### src/rtl/nco_gi_pkg.sv
// Package: shared constants and helpers for the guard-skipping accumulator.
// Assumes fft_log2 is at least GI_MIN_LOG2 so the shift never underflows.
package nco_gi_pkg;
    localparam int GI_MIN_LOG2 = 5;   // smallest guard is 1/32 of the FFT size
    localparam int SH_W        = 5;   // width of the guard-shift amount

    typedef enum logic [1:0] {
        GI_FRAC_32 = 2'd0,
        GI_FRAC_16 = 2'd1,
        GI_FRAC_8  = 2'd2,
        GI_FRAC_4  = 2'd3
    } gi_frac_e;

    // log2 of the guard length in samples
    function automatic logic [SH_W-1:0] guard_shift(input logic [3:0] fft_l2,
                                                    input gi_frac_e   frac);
        return {1'b0, fft_l2} + {3'b000, frac} - SH_W'(GI_MIN_LOG2);
    endfunction
endpackage

### src/rtl/nco_sym_ctl.sv
// Per-symbol control: captures the offset and the guard shift at symbol
// start, and remembers whether guard samples passed since the last useful one.
// Assumes sym_start and the symbol inputs are valid in the same cycle.
module nco_sym_ctl
    import nco_gi_pkg::*;
#(
    parameter int FREQ_W = 12
) (
    input  logic                     clk,
    input  logic                     rst_n,
    input  logic                     sym_start,
    input  logic signed [FREQ_W-1:0] freq_i,
    input  logic [3:0]               fft_log2,
    input  logic [1:0]               gi_sel,
    input  logic                     smp_vld,
    input  logic                     guard_i,
    output logic signed [FREQ_W-1:0] freq_q,
    output logic [SH_W-1:0]          shift_q,
    output logic                     pend_q,
    output logic                     useful_smp
);
    assign useful_smp = smp_vld && !guard_i;

    // capture symbol constants
    always_ff @(posedge clk) begin
        if (!rst_n) begin
            freq_q  <= '0;
            shift_q <= '0;
        end else if (sym_start) begin
            freq_q  <= freq_i;
            shift_q <= guard_shift(fft_log2, gi_frac_e'(gi_sel));
        end
    end

    // guard-pending flag: set on guard samples, cleared by a useful sample
    always_ff @(posedge clk) begin
        if (!rst_n)
            pend_q <= 1'b0;
        else if (smp_vld)
            pend_q <= guard_i;
    end
endmodule

### src/rtl/nco_gi_predict.sv
// Step generator: a normal step is the sign-extended offset. On the first
// useful sample after a guard it also adds the offset shifted by the guard
// log2, which stands for the whole skipped phase. Purely combinational.
module nco_gi_predict
    import nco_gi_pkg::*;
#(
    parameter int FREQ_W  = 12,
    parameter int PHASE_W = 16
) (
    input  logic signed [FREQ_W-1:0]  freq_q,
    input  logic [SH_W-1:0]           shift_q,
    input  logic                      pend_q,
    output logic [PHASE_W-1:0]        step_o
);
    logic [PHASE_W-1:0] freq_ext;
    logic [PHASE_W-1:0] jump;

    // sign-extend offset to phase width
    always_comb freq_ext = PHASE_W'(freq_q);

    // guard phase = offset x 2^shift, done by shifting
    always_comb jump = pend_q ? (freq_ext << shift_q) : '0;

    always_comb step_o = freq_ext + jump;
endmodule

### src/rtl/nco_range_chk.sv
// Range detector: adds step to phase in a word one bit wider than the phase.
// The two top bits tell whether the fraction left [-0.5, 0.5). Dropping the
// top bit re-centres the phase by one sample.
module nco_range_chk #(
    parameter int PHASE_W = 16
) (
    input  logic [PHASE_W-1:0] phase_q,
    input  logic [PHASE_W-1:0] step_i,
    output logic [PHASE_W-1:0] sum_o,
    output logic               adv_d,
    output logic               ret_d
);
    localparam int EXT_W = PHASE_W + 1;
    logic [EXT_W-1:0] ext_sum;

    // widened signed sum
    always_comb ext_sum = {phase_q[PHASE_W-1], phase_q} + {step_i[PHASE_W-1], step_i};

    // two-MSB window test
    always_comb begin
        adv_d = (ext_sum[EXT_W-1 -: 2] == 2'b01);
        ret_d = (ext_sum[EXT_W-1 -: 2] == 2'b10);
        sum_o = ext_sum[PHASE_W-1:0];
    end
endmodule

### src/rtl/nco_gi_accum.sv
// Top: guard-skipping phase accumulator. Holds during the guard interval
// and catches up in one step at the first useful sample. Assumes the offset
// is constant within a symbol and the guard holds exactly 2^shift samples.
module nco_gi_accum
    import nco_gi_pkg::*;
#(
    parameter int FREQ_W  = 12,
    parameter int PHASE_W = 16
) (
    input  logic                     clk,
    input  logic                     rst_n,
    input  logic                     sym_start,
    input  logic signed [FREQ_W-1:0] freq_i,
    input  logic [3:0]               fft_log2,
    input  logic [1:0]               gi_sel,
    input  logic                     smp_vld,
    input  logic                     guard_i,
    output logic [PHASE_W-1:0]       phase_o,
    output logic                     adv_o,
    output logic                     ret_o
);
    logic signed [FREQ_W-1:0] freq_q;
    logic [SH_W-1:0]          shift_q;
    logic                     pend_q;
    logic                     useful_smp;
    logic [PHASE_W-1:0]       step;
    logic [PHASE_W-1:0]       next_phase;
    logic                     adv_d;
    logic                     ret_d;
    logic [PHASE_W-1:0]       phase_q;

    nco_sym_ctl #(.FREQ_W(FREQ_W)) u_ctl (
        .clk        (clk),
        .rst_n      (rst_n),
        .sym_start  (sym_start),
        .freq_i     (freq_i),
        .fft_log2   (fft_log2),
        .gi_sel     (gi_sel),
        .smp_vld    (smp_vld),
        .guard_i    (guard_i),
        .freq_q     (freq_q),
        .shift_q    (shift_q),
        .pend_q     (pend_q),
        .useful_smp (useful_smp)
    );

    nco_gi_predict #(.FREQ_W(FREQ_W), .PHASE_W(PHASE_W)) u_pred (
        .freq_q  (freq_q),
        .shift_q (shift_q),
        .pend_q  (pend_q),
        .step_o  (step)
    );

    nco_range_chk #(.PHASE_W(PHASE_W)) u_rng (
        .phase_q (phase_q),
        .step_i  (step),
        .sum_o   (next_phase),
        .adv_d   (adv_d),
        .ret_d   (ret_d)
    );

    // phase register: advances only on useful samples
    always_ff @(posedge clk) begin
        if (!rst_n)
            phase_q <= '0;
        else if (useful_smp)
            phase_q <= next_phase;
    end

    // sample-set change pulses, one cycle wide
    always_ff @(posedge clk) begin
        if (!rst_n) begin
            adv_o <= 1'b0;
            ret_o <= 1'b0;
        end else begin
            adv_o <= useful_smp && adv_d;
            ret_o <= useful_smp && ret_d;
        end
    end

    assign phase_o = phase_q;
endmodule

### config.mk
export PLATFORM = sky130hd
export DESIGN_NAME = nco_gi_accum
export DESIGN_NICKNAME = d
export VERILOG_FILES = /design/src/rtl/nco_gi_pkg.sv /design/src/rtl/nco_sym_ctl.sv /design/src/rtl/nco_gi_predict.sv /design/src/rtl/nco_range_chk.sv /design/src/rtl/nco_gi_accum.sv
export SDC_FILE = /design/constraint.sdc
export NUM_CORES = 1
export LEC_CHECK = 0
export BUFFER_PORTS_ARGS = -buffer_cell sky130_fd_sc_hd__buf_2
export CAP_MARGIN = 20
export CELL_PAD_IN_SITES_DETAIL_PLACEMENT = 1
export CELL_PAD_IN_SITES_GLOBAL_PLACEMENT = 2
export CORE_ASPECT_RATIO = 0.8
export CORE_MARGIN = 3
export CORE_UTILIZATION = 36
export DETAILED_ROUTE_END_ITERATION = 12
export PLACE_DENSITY_LB_ADDON = 0.12
export SYNTH_ARGS = -nofsm -noshare
export SYNTH_HDL_FRONTEND = slang
export SYNTH_HIERARCHICAL = 1
export SYNTH_SLANG_ARGS = --single-unit
### constraint.sdc
create_clock -name clk -period 4.8 [get_ports clk]
set_input_delay 0.96 -clock clk [delete_from_list [all_inputs] [get_ports clk]]
set_output_delay 0.96 -clock clk [all_outputs]
set_load 0.01 [all_outputs]
==> impl_metrics.ini <==
[synth]
ys_dominant_reg_cell = dfxtp_1
syn_area_mm2 = 0.00360
yosys_warnings = 6
netlist_top_cells_count = mux2i_1, a21oi_1, nor2b_1
syn_inst = 417
synth-seq-cells = 36
synth_top_area_cell = dfxtp_1
yosysMostFrequentCell = mux2i_1
synth-edff-count = 0
netlist.area_leader.share_pct = 20.0
synthArstFlopShare_pct = 0
seq_area_frac_synth_pct = 20.0
ys_types = 65
synth.avg_cell_area_um2 = 8.64
synth_top_cells_by_area = dfxtp_1, ha_1, mux2i_1
synth_nets = 478

[timing]
setup_tns_ps = 0
finalMaxSlewViolations = 0
period_needed_ps = 4500
relSlewSlack_pct = 61.4
post-route-period-util_pct = 93.7
fin_skew_ps = 4.30
max_freq_mhz = 222
setup_ws_ps = 302
fin_hold_ws_ps = 526
grt_setup_unrepaired = false
final_hold_viol_count = 0
worstMarginPinSlew_ps = 580
setup_viol = 0

[cells_and_area]
layout.nets = 532
drive_gt1_share_pct = 22.5
final_util_pct = 43.7
areaGrowthSynthToFinish_pct = 17.4
num_antenna_cells = 0

[critical_path]
reg2reg_slack_ps = 300
path_max_fanout = 5
cp-start-kind = register
worstRegToRegCells = 17
cp.arrival_ps = 4680
path_class = register to register
crit_required_ps = 4980
cp-end-kind = register

[clock_tree]
cts_made_buffers = 5
cts_root_buf = clkbuf_16
clk_latency_ps = 280
cts_tree = built
clkSinkCount = 36
cts_hold_buf = 0
cts_max_path_buffers = 2
cts_max_level = 2
path_clk_slew_ps = 60

[floorplanning]
dieHeight_um = 95.5
die_w_um = 118
start_util_pct = 37.2
coreArea_mm2 = 0.00969
top_level_ports = 41
fp-row-count = 32
die_area_mm2 = 0.0113

[pwr]
comb_power_share_pct = 32.4
peakVddDrop_uv = 141
clkPwrFrac_pct = 33.5
p_leak_nw = 1.96
seqPwrFrac_pct = 34.1
p_int_uw = 677
power.density_mw_per_mm2 = 240
switchingPower_uw = 337
switching_share_pct = 33.2

[route]
wl_mm = 9.80
wire_per_inst_um = 16.1
ant_nets = 0
drt_iter0_markers = 121
drcViolationCount = 0
firstDrtPassIters = 4
vias_per_cell = 5.32
vias = 3237

[worst_hold_path]
hold_path_depth = 2
hold_path.class = register to register

[global_routing]
antenna_found_initial = 0
grt_max_degree = 39
grt_pass1_vias = 3121
grt.total_usage_pct = 17.7
grt.overflow.total = 0
grt_pass1_wl_mm = 16.3

[placed_design]
place_hpwl_mm = 7.80
io_buffers = 40
post-place-ws_ps = 35.3
place.gp.congestion = 0.915

[job]
drv_cap = 0

[outcome]
status = completed
## critical path, cell delays in order (launching register included)
cell and delay (ps):
dfxtp_1 380, or3b_1 420, or4_4 530, fa_1 450
nor2b_1 120, o21ai_0 90, a21oi_1 190, buf_4 140
o21ai_0 100, nor2b_1 170, xnor2_1 140, ha_1 370
nand2_1 130, a2111oi_4 430, o21ai_1 170, and3_4 210
o21a_1 160, and3_2 200
## per-stage QoR
step	power (mW)	instance area [µm²]	cells
6_report	1.01	4230	608
3_5_place_dp	0.675	4040	599
4_1_cts	1.03	4190	607
2_1_floorplan	0.578	3600	417
3_3_place_gp	0.667	4030	598
5_1_grt	1.08	4230	608
## final cells by class
cell class	instances	area, µm²
clock buffers	6	139
clock inverters	2	10.0
fillers	1196	5460
inverters	20	75.1
multi-input cells	345	2740
flip-flops and latches	36	722
well taps	136	170
repair buffers	63	380
## state kept, by name, indices dropped and copies added, names as in the netlist
| register | flops |
|---|---|
| u_ctl/freq_q | 12 |
| u_ctl/pend_q | 1 |
| adv_o | 1 |
| u_ctl/shift_q | 5 |
| ret_o | 1 |
| phase_o | 16 |
## cells in the final DEF, fill, tap and decap left out, drive strengths merged, types with 2 or more instances in the layout
master	netlist	final
a2111oi	2	2
a211oi	5	5
a21boi	2	2
a21o	9	9
a21oi	39	39
a31o	2	2
a31oi	3	3
and3	8	8
buf	7	63
clkbuf	9	6
clkinv	1	3
dfxtp	36	36
fa	3	3
ha	35	35
inv	19	19
mux2	4	4
mux2i	42	42
mux4	4	4
nand2	24	24
nand2b	3	3
nand3	7	7
nand3b	7	7
nor2	21	21
nor2b	37	37
nor3	8	8
nor3b	2	2
o211a	2	2
o21a	4	4
o21ai	14	14
o21bai	2	2
o22ai	9	9
o311ai	2	2
or2	2	2
or3	3	3
xnor2	15	15
xor2	10	10
## power groups by stage
stage | Sequential [mW] | Combinational [mW] | Clock (mW)
after detailed placement | 0.352 | 0.323 | 0
after global routing | 0.350 | 0.366 | 0.361
after floorplan | 0.343 | 0.235 | 0
after CTS | 0.346 | 0.326 | 0.354
final | 0.346 | 0.329 | 0.339
after global placement | 0.351 | 0.316 | 0
## repair_timing
item / in CTS / in global routing
gates resized for setup: 0 / 9
setup buffers: 0 / 1
setup endpoints to repair: 0 / 8
endpoints found under the hold margin: 0 / 0
## kinds of logic (layout without fill, tap and decap cells)
family | Yosys count | in the layout | synth area share (%)
adder cells (fa/ha/maj) | 38 | 38 | 13.8
AND/OR/NAND/NOR | 129 | 129 | 20.4
XOR/XNOR | 25 | 25 | 6.08
multiplexers | 50 | 50 | 15.4
buffers and inverters | 36 | 91 | 5.03
flip-flops | 36 | 36 | 20.0
AO/OA/AOI/OAI | 103 | 103 | 19.2
## metal layers
| layer | routed length [µm] | GRT usage (%) | up-vias |
|---|---|---|---|
| met5 | 0 | 0 | - |
| met4 | 91 | 4.20 | 0 |
| met3 | 304 | 3.26 | 9 |
| met2 | 4130 | 26.5 | 45 |
| met1 | 5280 | 26.1 | 1552 |
| li1 | - | - | 1631 |
## path summary, 6_finish.rpt
kind / start / endpoint
hold reg to reg: u_ctl/shift_q[3]$_SDFFE_PN0P_ / u_ctl/shift_q[3]$_SDFFE_PN0P_
setup reg to reg: u_ctl/pend_q$_SDFFE_PN0P_ / ret_o$_SDFF_PN0_
setup / recovery: u_ctl/pend_q$_SDFFE_PN0P_ / ret_o$_SDFF_PN0_
hold / removal: u_ctl/shift_q[3]$_SDFFE_PN0P_ / u_ctl/shift_q[3]$_SDFFE_PN0P_
(Power assumes the default switching activity.)
